File: src/rtl/lp_req_pkg.sv
package lp_req_pkg;

    typedef enum logic [1:0] {
        LN_00 = 2'b00,
        LN_01 = 2'b01,
        LN_10 = 2'b10,
        LN_11 = 2'b11
    } lp_line_e;

    typedef enum logic [2:0] {
        SQ_ARMED,
        SQ_SAW10,
        SQ_SAW10_00,
        SQ_ESC_01,
        SQ_TURN_10,
        SQ_HS_01,
        SQ_BLOCKED,
        SQ_ENGAGED
    } seq_state_e;

    typedef struct packed {
        logic esc;
        logic hs;
        logic turn;
        logic err;
    } req_pulse_t;

    typedef struct packed {
        seq_state_e nxt;
        req_pulse_t pulse;
    } seq_step_t;

    // A partial match that receives an unexpected level
    function automatic seq_step_t seq_fault(lp_line_e ln);
        seq_step_t r;
        r.pulse     = '0;
        r.pulse.err = 1'b1;
        r.nxt       = (ln == LN_11) ? SQ_ARMED : SQ_BLOCKED;
        return r;
    endfunction

    // Transition of the request sequencer on one accepted level
    function automatic seq_step_t seq_step(seq_state_e s, lp_line_e ln);
        seq_step_t r;
        r.nxt   = s;
        r.pulse = '0;
        case (s)
            SQ_ARMED: begin
                if (ln == LN_10)      r.nxt = SQ_SAW10;
                else if (ln == LN_01) r.nxt = SQ_HS_01;
                else if (ln == LN_00) r = seq_fault(ln);
            end
            SQ_SAW10: begin
                if (ln == LN_00) r.nxt = SQ_SAW10_00;
                else             r = seq_fault(ln);
            end
            SQ_SAW10_00: begin
                if (ln == LN_01)      r.nxt = SQ_ESC_01;
                else if (ln == LN_10) r.nxt = SQ_TURN_10;
                else                  r = seq_fault(ln);
            end
            SQ_ESC_01: begin
                if (ln == LN_00) begin
                    r.nxt       = SQ_ENGAGED;
                    r.pulse.esc = 1'b1;
                end else r = seq_fault(ln);
            end
            SQ_TURN_10: begin
                if (ln == LN_00) begin
                    r.nxt        = SQ_ENGAGED;
                    r.pulse.turn = 1'b1;
                end else r = seq_fault(ln);
            end
            SQ_HS_01: begin
                if (ln == LN_00) begin
                    r.nxt      = SQ_ENGAGED;
                    r.pulse.hs = 1'b1;
                end else r = seq_fault(ln);
            end
            default: begin
                if (ln == LN_11) r.nxt = SQ_ARMED;
            end
        endcase
        return r;
    endfunction

endpackage

File: src/rtl/lp_line_filter.sv
module lp_line_filter
    import lp_req_pkg::*;
#(
    parameter int STABLE_CYCLES = 2
) (
    input  logic     clk,
    input  logic     rst,
    input  logic [1:0] lines_i,
    output logic     evt_o,
    output lp_line_e evt_state_o
);
    localparam int CNT_W = (STABLE_CYCLES < 2) ? 1 : $clog2(STABLE_CYCLES + 1);
    localparam logic [CNT_W-1:0] CNT_LIM = CNT_W'(STABLE_CYCLES);
    localparam logic [CNT_W-1:0] CNT_ONE = CNT_W'(1);

    lp_line_e         cand_q;
    lp_line_e         qual_q;
    logic [CNT_W-1:0] cnt_q;
    logic [CNT_W-1:0] cnt_nx;
    lp_line_e         ln_now;
    logic             accept;

    always_comb begin
        ln_now = lp_line_e'(lines_i);
        if (ln_now != cand_q)      cnt_nx = CNT_ONE;
        else if (cnt_q >= CNT_LIM) cnt_nx = CNT_LIM;
        else                       cnt_nx = cnt_q + CNT_ONE;
        accept = (cnt_nx >= CNT_LIM) && (ln_now != qual_q);
    end

    always_ff @(posedge clk) begin
        if (rst) begin
            cand_q      <= LN_11;
            qual_q      <= LN_11;
            cnt_q       <= CNT_LIM;
            evt_o       <= 1'b0;
            evt_state_o <= LN_11;
        end else begin
            cand_q <= ln_now;
            cnt_q  <= cnt_nx;
            evt_o  <= accept;
            if (accept) begin
                qual_q      <= ln_now;
                evt_state_o <= ln_now;
            end
        end
    end

    // an accepted level equals the line value sampled on the qualifying edge
    assert_evt_matches_line_R2: assert property (@(posedge clk) disable iff (rst)
        evt_o |-> ($past(lines_i) == evt_state_o));

    // two accepted events never come on back-to-back cycles when filtering is active
    assert_evt_spacing_R2: assert property (@(posedge clk) disable iff (rst)
        (evt_o && (STABLE_CYCLES > 1)) |=> !evt_o);

endmodule

File: src/rtl/lp_req_sequencer.sv
module lp_req_sequencer
    import lp_req_pkg::*;
(
    input  logic       clk,
    input  logic       rst,
    input  logic       evt_i,
    input  lp_line_e   evt_state_i,
    output req_pulse_t pulse_o
);
    seq_state_e st_q;
    seq_step_t  step;

    always_comb begin
        step = seq_step(st_q, evt_state_i);
    end

    always_ff @(posedge clk) begin
        if (rst) begin
            st_q    <= SQ_ARMED;
            pulse_o <= '0;
        end else if (evt_i) begin
            st_q    <= step.nxt;
            pulse_o <= step.pulse;
        end else begin
            pulse_o <= '0;
        end
    end

    // a request pulse only follows an accepted 2'b00
    assert_req_after_00_R6: assert property (@(posedge clk) disable iff (rst)
        (pulse_o.esc || pulse_o.hs || pulse_o.turn) |->
            ($past(evt_i) && ($past(evt_state_i) == LN_00)));

    // accepting the stop level always leaves the sequencer armed
    assert_stop_rearms_R8: assert property (@(posedge clk) disable iff (rst)
        (evt_i && (evt_state_i == LN_11)) |=> (st_q == SQ_ARMED));

    // after a request, the next accepted non-stop level gives no pulse
    assert_quiet_after_req_R9: assert property (@(posedge clk) disable iff (rst)
        (st_q == SQ_ENGAGED && evt_i && evt_state_i != LN_11) |=> (pulse_o == '0));

endmodule

File: src/rtl/lp_req_detector.sv
module lp_req_detector
    import lp_req_pkg::*;
#(
    parameter int STABLE_CYCLES = 2
) (
    input  logic       clk,
    input  logic       rst,
    input  logic [1:0] lines_i,
    output logic       esc_req_o,
    output logic       hs_req_o,
    output logic       turn_req_o,
    output logic       seq_err_o
);
    logic       evt;
    lp_line_e   evt_state;
    req_pulse_t pulses;

    lp_line_filter #(
        .STABLE_CYCLES(STABLE_CYCLES)
    ) u_filter (
        .clk        (clk),
        .rst        (rst),
        .lines_i    (lines_i),
        .evt_o      (evt),
        .evt_state_o(evt_state)
    );

    lp_req_sequencer u_seq (
        .clk        (clk),
        .rst        (rst),
        .evt_i      (evt),
        .evt_state_i(evt_state),
        .pulse_o    (pulses)
    );

    assign esc_req_o  = pulses.esc;
    assign hs_req_o   = pulses.hs;
    assign turn_req_o = pulses.turn;
    assign seq_err_o  = pulses.err;

    // at most one output active in any cycle
    assert_one_output_R6: assert property (@(posedge clk) disable iff (rst)
        $onehot0({esc_req_o, hs_req_o, turn_req_o, seq_err_o}));

    // no output stays high two cycles in a row
    assert_single_cycle_R6: assert property (@(posedge clk) disable iff (rst)
        (esc_req_o || hs_req_o || turn_req_o || seq_err_o) |=>
            !(esc_req_o || hs_req_o || turn_req_o || seq_err_o));

    // outputs low in the cycle after a reset edge
    assert_reset_quiet_R1: assert property (@(posedge clk)
        $past(rst) |-> !(esc_req_o || hs_req_o || turn_req_o || seq_err_o));

endmodule

File: config.mk
export PLATFORM = sky130hd
export DESIGN_NAME = lp_req_detector
export DESIGN_NICKNAME = d
export VERILOG_FILES = /design/src/rtl/lp_req_pkg.sv /design/src/rtl/lp_line_filter.sv /design/src/rtl/lp_req_sequencer.sv /design/src/rtl/lp_req_detector.sv
export SDC_FILE = /design/constraint.sdc
export NUM_CORES = 1
export LEC_CHECK = 0
export ABC_AREA = 1
export BUFFER_PORTS_ARGS = -buffer_cell sky130_fd_sc_hd__buf_4
export CAP_MARGIN = 20
export CORE_MARGIN = 2
export CORE_UTILIZATION = 41
export CTS_BUF_LIST = sky130_fd_sc_hd__clkbuf_4
export DETAILED_ROUTE_END_ITERATION = 8
export PLACE_DENSITY = 0.58
export SLEW_MARGIN = 20
export SYNTH_ARGS = -nofsm -noshare
export SYNTH_HDL_FRONTEND = slang
export SYNTH_SLANG_ARGS = --single-unit
File: constraint.sdc
create_clock -name clk -period 3.49 [get_ports clk]
set_clock_uncertainty 0.1 [all_clocks]
set_input_delay 0.698 -clock clk [delete_from_list [all_inputs] [get_ports clk]]
set_output_delay 0.698 -clock clk [all_outputs]
set_load 0.02 [all_outputs]
# After elaboration in Yosys (flattened, before gate mapping)
# Cells that the tools add are included.
[totals]
regBits = 14
in_bits = 4
out_inout_bits = 4
elab_cells = 54
[op_classes]
addsub = 1
magnitude_cmp = 2
eq_ne = 11
n_mux = 23
bitwise = 1
reduce_logical = 7
[op_table]
columns = ["operator", "n"]
rows = [
  ["two-way mux 3 bit", 8],
  ["one-hot mux 4 bit (6 select lines)", 1],
  ["two-way mux 4 bit", 4],
  ["one-hot mux 3 bit (5 select lines)", 1],
  ["two-way mux 7 bit", 1],
  ["== test 3 x 2 -> 1 bit (second input constant)", 2],
  ["== test 3 bit (second input constant)", 2],
  ["two-way mux 1 bit", 6],
  ["nonzero test 6 bit", 1],
  ["== test 2 bit (second input constant)", 2],
  ["greater-or-equal comparator 2 bit (second input constant)", 2],
  ["two-way mux 2 bit", 2],
  ["!= test 2 bit", 2],
  ["!= test 4 x 1 -> 1 bit (second input constant)", 1],
  ["OR reduction 2 bit", 2],
  ["== test 3 x 1 -> 1 bit (second input constant)", 1],
  ["zero test 3 bit", 1],
  ["AND reduction 3 bit", 1],
  ["adder 2 x 1 -> 2 bit (second input constant)", 1],
  ["== test 2 x 1 -> 1 bit (second input constant)", 1],
  ["zero test 2 bit", 1],
  ["logical AND 1 bit", 1],
  ["inverter 1 bit", 1],
]

# Depth between registers and ports, before layout
[logic_depth]
ltp_word = 6
ltp_mapped = 10
ltp_nobuf = 10

# Hierarchy
# Synthesis repeated with hierarchy kept, for this count alone.
[hier_totals]
hier_cells = 126
area_unflattened_um2 = 850.8
[modules_own_cells]
columns = ["module", "instances", "cells_per_inst", "area_per_inst_um2", "seq_area_each_um2"]
rows = [
  ["lp_req_sequencer", 1, 78, 529.3, 140.1],
  ["lp_line_filter", 1, 48, 321.6, 140.1],
]

# Worst setup path after synthesis
# OpenSTA, ideal clock, no wires.
[synth_path]
kind = "reg-to-reg"
start = "register u_filter.evt_state_o[0]"
end = "register u_seq.st_q[1]"
setup_time_ns = 0.119
arrival_ns = 1.395
t_required_ns = 3.271
setup_slack_ns = 1.875
stages_incl_launch_ff = 8
path_buffers = 0
period_less_slack_ns = 1.615
cell_sequence = "dfxtp_1 inv_1 ha_1 or2_2 nor2_2 nor2_2 o21ai_1 a21oi_1"
[synth_via]
elab_chain_cells = 6
word_cells_on_any_way = 17
classes_between = "eq/ne: 4; mux: 10; reduce/logical: 3"
[synth_lines]
columns = ["item", "line", "source"]
rows = [
  ["from (decl)", "lp_line_filter.sv:10", "output lp_line_e evt_state_o"],
  ["from (signal assigned)", "lp_line_filter.sv:44", "evt_state_o <= ln_now;"],
  ["== test 2 bit", "lp_req_pkg.sv:38, lp_req_pkg.sv:81", ""],
  ["two-way mux 3 bit", "lp_req_pkg.sv:38", "r.nxt = (ln == LN_11) ? SQ_ARMED : SQ_BLOCKED;"],
  ["two-way mux 7 bit", "lp_req_pkg.sv:51", "else if (ln == LN_00) r = seq_fault(ln);"],
  ["two-way mux 3 bit", "lp_req_pkg.sv:50", "else if (ln == LN_01) r.nxt = SQ_HS_01;"],
  ["two-way mux 3 bit", "lp_req_pkg.sv:49", "if (ln == LN_10) r.nxt = SQ_SAW10;"],
  ["one-hot mux 3 bit (5 select lines)", "lp_req_pkg.sv:47", "case (s)"],
  ["to (signal assigned)", "lp_req_sequencer.sv:22", "st_q <= step.nxt;"],
  ["to (decl)", "lp_req_sequencer.sv:10", "seq_state_e st_q;"],
]
# Parallel ways exist; a longest one is shown, timed or not. The select of a mux whose other input is x is not followed.
# A chain may end at the register's enable or synchronous reset.

# Final worst setup path
# Same ends and word-level chain as after synthesis.

==> impl_metrics.py <==
metrics = {
    "timing": {
        "finalHoldViolations": 0,
        "layout_setup_ws_ns": 1.746,
        "tightestPinTransition_ns": 0.3980,
        "min_period_over_period": 0.4997,
        "whs_ns": 0.4768,
        "tns_ns": 0,
        "drv_slew": 0,
        "rsz0062_at_grt": "no",
        "fmax_mhz": 573.5,
        "setup_viol": 0,
        "relSlewSlack": 0.7343,
        "fin_crit_ns": 1.744,
    },
    "worst_setup_path": {
        "crit_fanout": 5,
        "slowest_stage": "dfxtp_1",
        "crit_chain": "inv_1 -> ha_1 -> or2_2 -> nor2_2 -> nor2_2 -> o21ai_1 -> a21oi_1",
        "cp.buffers_inverters": 1,
        "crit_type": "reg2reg",
        "cp_top_family": "simple AND/OR/NAND/NOR gates",
        "cp.required_ns": 3.56,
        "cp-end-kind": "flip-flop",
        "cp_common_cell": "nor2_2",
        "startpoint_type": "flip-flop",
        "critPathMaxStageDelay_ns": 0.41,
        "cp.arrival_ns": 1.81,
    },
    "die": {
        "core_um2": 1902,
        "rows": 16,
        "die-area_um2": 2339,
        "die_x_um": 48.37,
        "die_y_um": 48.37,
        "io_pins": 8,
        "initial_core_util": 0.4243,
    },
    "clocking": {
        "numCtsBuffers": 3,
        "cts.sinks": 14,
        "clockRootBuffer": "clkbuf_4",
        "clockBufferDepth": 2,
        "post-cts-setup-buffers": 0,
        "h-tree-depth": 1,
        "cts.repair.resized": 0,
        "cts_tree": "yes",
        "holdBufCountCts": 0,
        "path_clk_slew_ns": 0.08,
        "worstSkewPairLatency_ns": 0.27,
    },
    "drt": {
        "wire_per_inst_um": 9.599,
        "drc": 0,
        "antenna_left": 0,
        "via_per_inst": 4.619,
        "first_pass_iters": 4,
        "wl_um": 1411,
        "first_iter_violations": 20,
        "num_vias": 679,
    },
    "outcome": {
        "status": "finished clean",
    },
    "power": {
        "power_frac_seq": 0.569,
        "fin_total_pwr_mw": 0.2970,
        "p_comb_frac": 0.140,
        "power.switching_fraction": 0.2520,
        "p_int_mw": 0.2222,
        "vdd_drop_max_v": 0.0002710,
        "leakage_nw": 0.4382,
        "p_sw_mw": 0.07483,
        "cellPowerDensity_nw_per_um2": 332.4,
        "clockPowerShare": 0.291,
    },
    "logic_synthesis": {
        "synth_fp_nets": 122,
        "netlist_area_um2": 807.0,
        "netlist_instances": 112,
        "ys_warn_count": 0,
        "synthTopCellsByArea": "dfxtp_1 35%, nand2_1 13%, ha_1 9.3%",
        "synth_area_leader_cell": "dfxtp_1",
        "avgSynthCellArea_um2": 7.206,
        "ys_ff_latch": 14,
        "seq_area_frac_synth": 0.3473,
        "synth.distinct_cells": 23,
        "yosysTopAreaCellShare": 0.3473,
    },
    "grt": {
        "grt.total_usage": 0.1380,
        "grt_max_degree": 11,
        "grt_first_pass_wirelength_um": 2573,
        "overflow": 0,
        "first_global_vias": 649,
        "antenna_found_initial": 0,
    },
    "finish": {
        "layout_common_cells": "27 x nand2_1, 17 x inv_1, 14 x dfxtp_1",
        "final_nets": 132,
        "drive_above_1_share": 0.1917,
        "diodes": 0,
        "fillCellCount": 196,
        "syn2layout_area_growth_pct": 10.70,
        "instances_no_fill": 147,
        "mostFrequentLayoutCell": "nand2_1",
    },
    "placement": {
        "place_congestion": 0.8577,
        "portBuffers": 7,
        "dp_cells": 144,
        "post-place-ws_ns": 1.694,
        "dp_hpwl_um": 1139,
    },
    "worst_hold_path": {
        "hp-class": "reg2reg",
    },
    "job": {
        "cap_violations": 0,
    },
}
## layout make-up
cell class,instances,area [um^2],area share
Inverter,19,71.32,0.07983
Timing Repair Buffer,7,52.55,0.05882
Tap cell,27,33.78,0.03782
Clock buffer,3,22.52,0.02521
Multi-Input combinational cell,77,432.9,0.4846
Sequential cell,14,280.3,0.3137
## power by group through the flow
stage                     Sequential, mW  Clock, mW  Combinational, mW
final                              0.169     0.0863             0.0415
after global routing               0.170     0.0976             0.0488
after CTS                          0.169     0.0911             0.0420
after detailed placement           0.173          0             0.0419
after global placement             0.173          0             0.0420
after floorplan                    0.172          0             0.0315
## metal layers
metal / global-route usage / part of all wire / vias up
met3: 0.05247 / 0.043 / 2
met4: 0.03810 / 0.011 / 0
met1: 0.1440 / 0.43 / 298
met2: 0.2569 / 0.52 / 12
li1: - / - / 367
met5: 0 / 0 / -
## metrics by stage
stage          instance area [um^2]  utilization
2_1_floorplan                 807.0            -
3_3_place_gp                  870.8       0.4579
3_5_place_dp                  870.8       0.4579
4_1_cts                       893.4       0.4697
5_1_grt                       893.4       0.4697
6_report                      893.4       0.4697
## path summary, 6_finish.rpt
kind	start	end	slack, ns	cells after the start
hold / removal	u_filter.evt_o	u_seq.pulse_o[0]	0.48	4
setup / recovery	u_filter.evt_state_o[0]	u_seq.st_q[1]	1.75	7
setup reg to reg	u_filter.evt_state_o[0]	u_seq.st_q[1]	1.75	7
hold reg to reg	u_filter.evt_o	u_seq.pulse_o[0]	0.48	4
## registers in the layout, summed over array words and instances, names as in the netlist
name	cells
u_seq.pulse_o	4
u_seq.st_q	3
u_filter.cand_q	2
u_filter.cnt_q	2
u_filter.evt_state_o	2
u_filter.evt_o	1
## worst register-to-register path, stage by stage, from the launching register on
cell and delay [ns]:
dfxtp_1 0.41, inv_1 0.13, ha_1 0.34, or2_2 0.31
nor2_2 0.14, nor2_2 0.06, o21ai_1 0.08, a21oi_1 0.07
## Yosys cell counts
cell type  instances
a21oi_1            2
a21oi_2            1
buf_6              2
dfxtp_1           14
ha_1               6
inv_1             17
inv_2              2
nand2_1           27
nand2_2            3
nand3_1           11
nand3_2            1
nand4_1            1
nor2_1            10
nor2_2             3
nor3_1             2
nor3b_1            1
nor3b_2            1
nor4_1             2
o211ai_1           1
o21ai_1            2
o21ai_4            1
or2_2              1
xnor2_1            1
## cell families after synthesis
group,count (synthesis),synth area share
DFF,14,0.3473
AOI/OAI and AO/OA,7,0.06513
and+or+nand+nor,63,0.3675
xor gates and xnor gates,1,0.01085
buffers and inverters,21,0.1163
adders and majority gates,6,0.09302
Power figures use the tool's default switching activity.
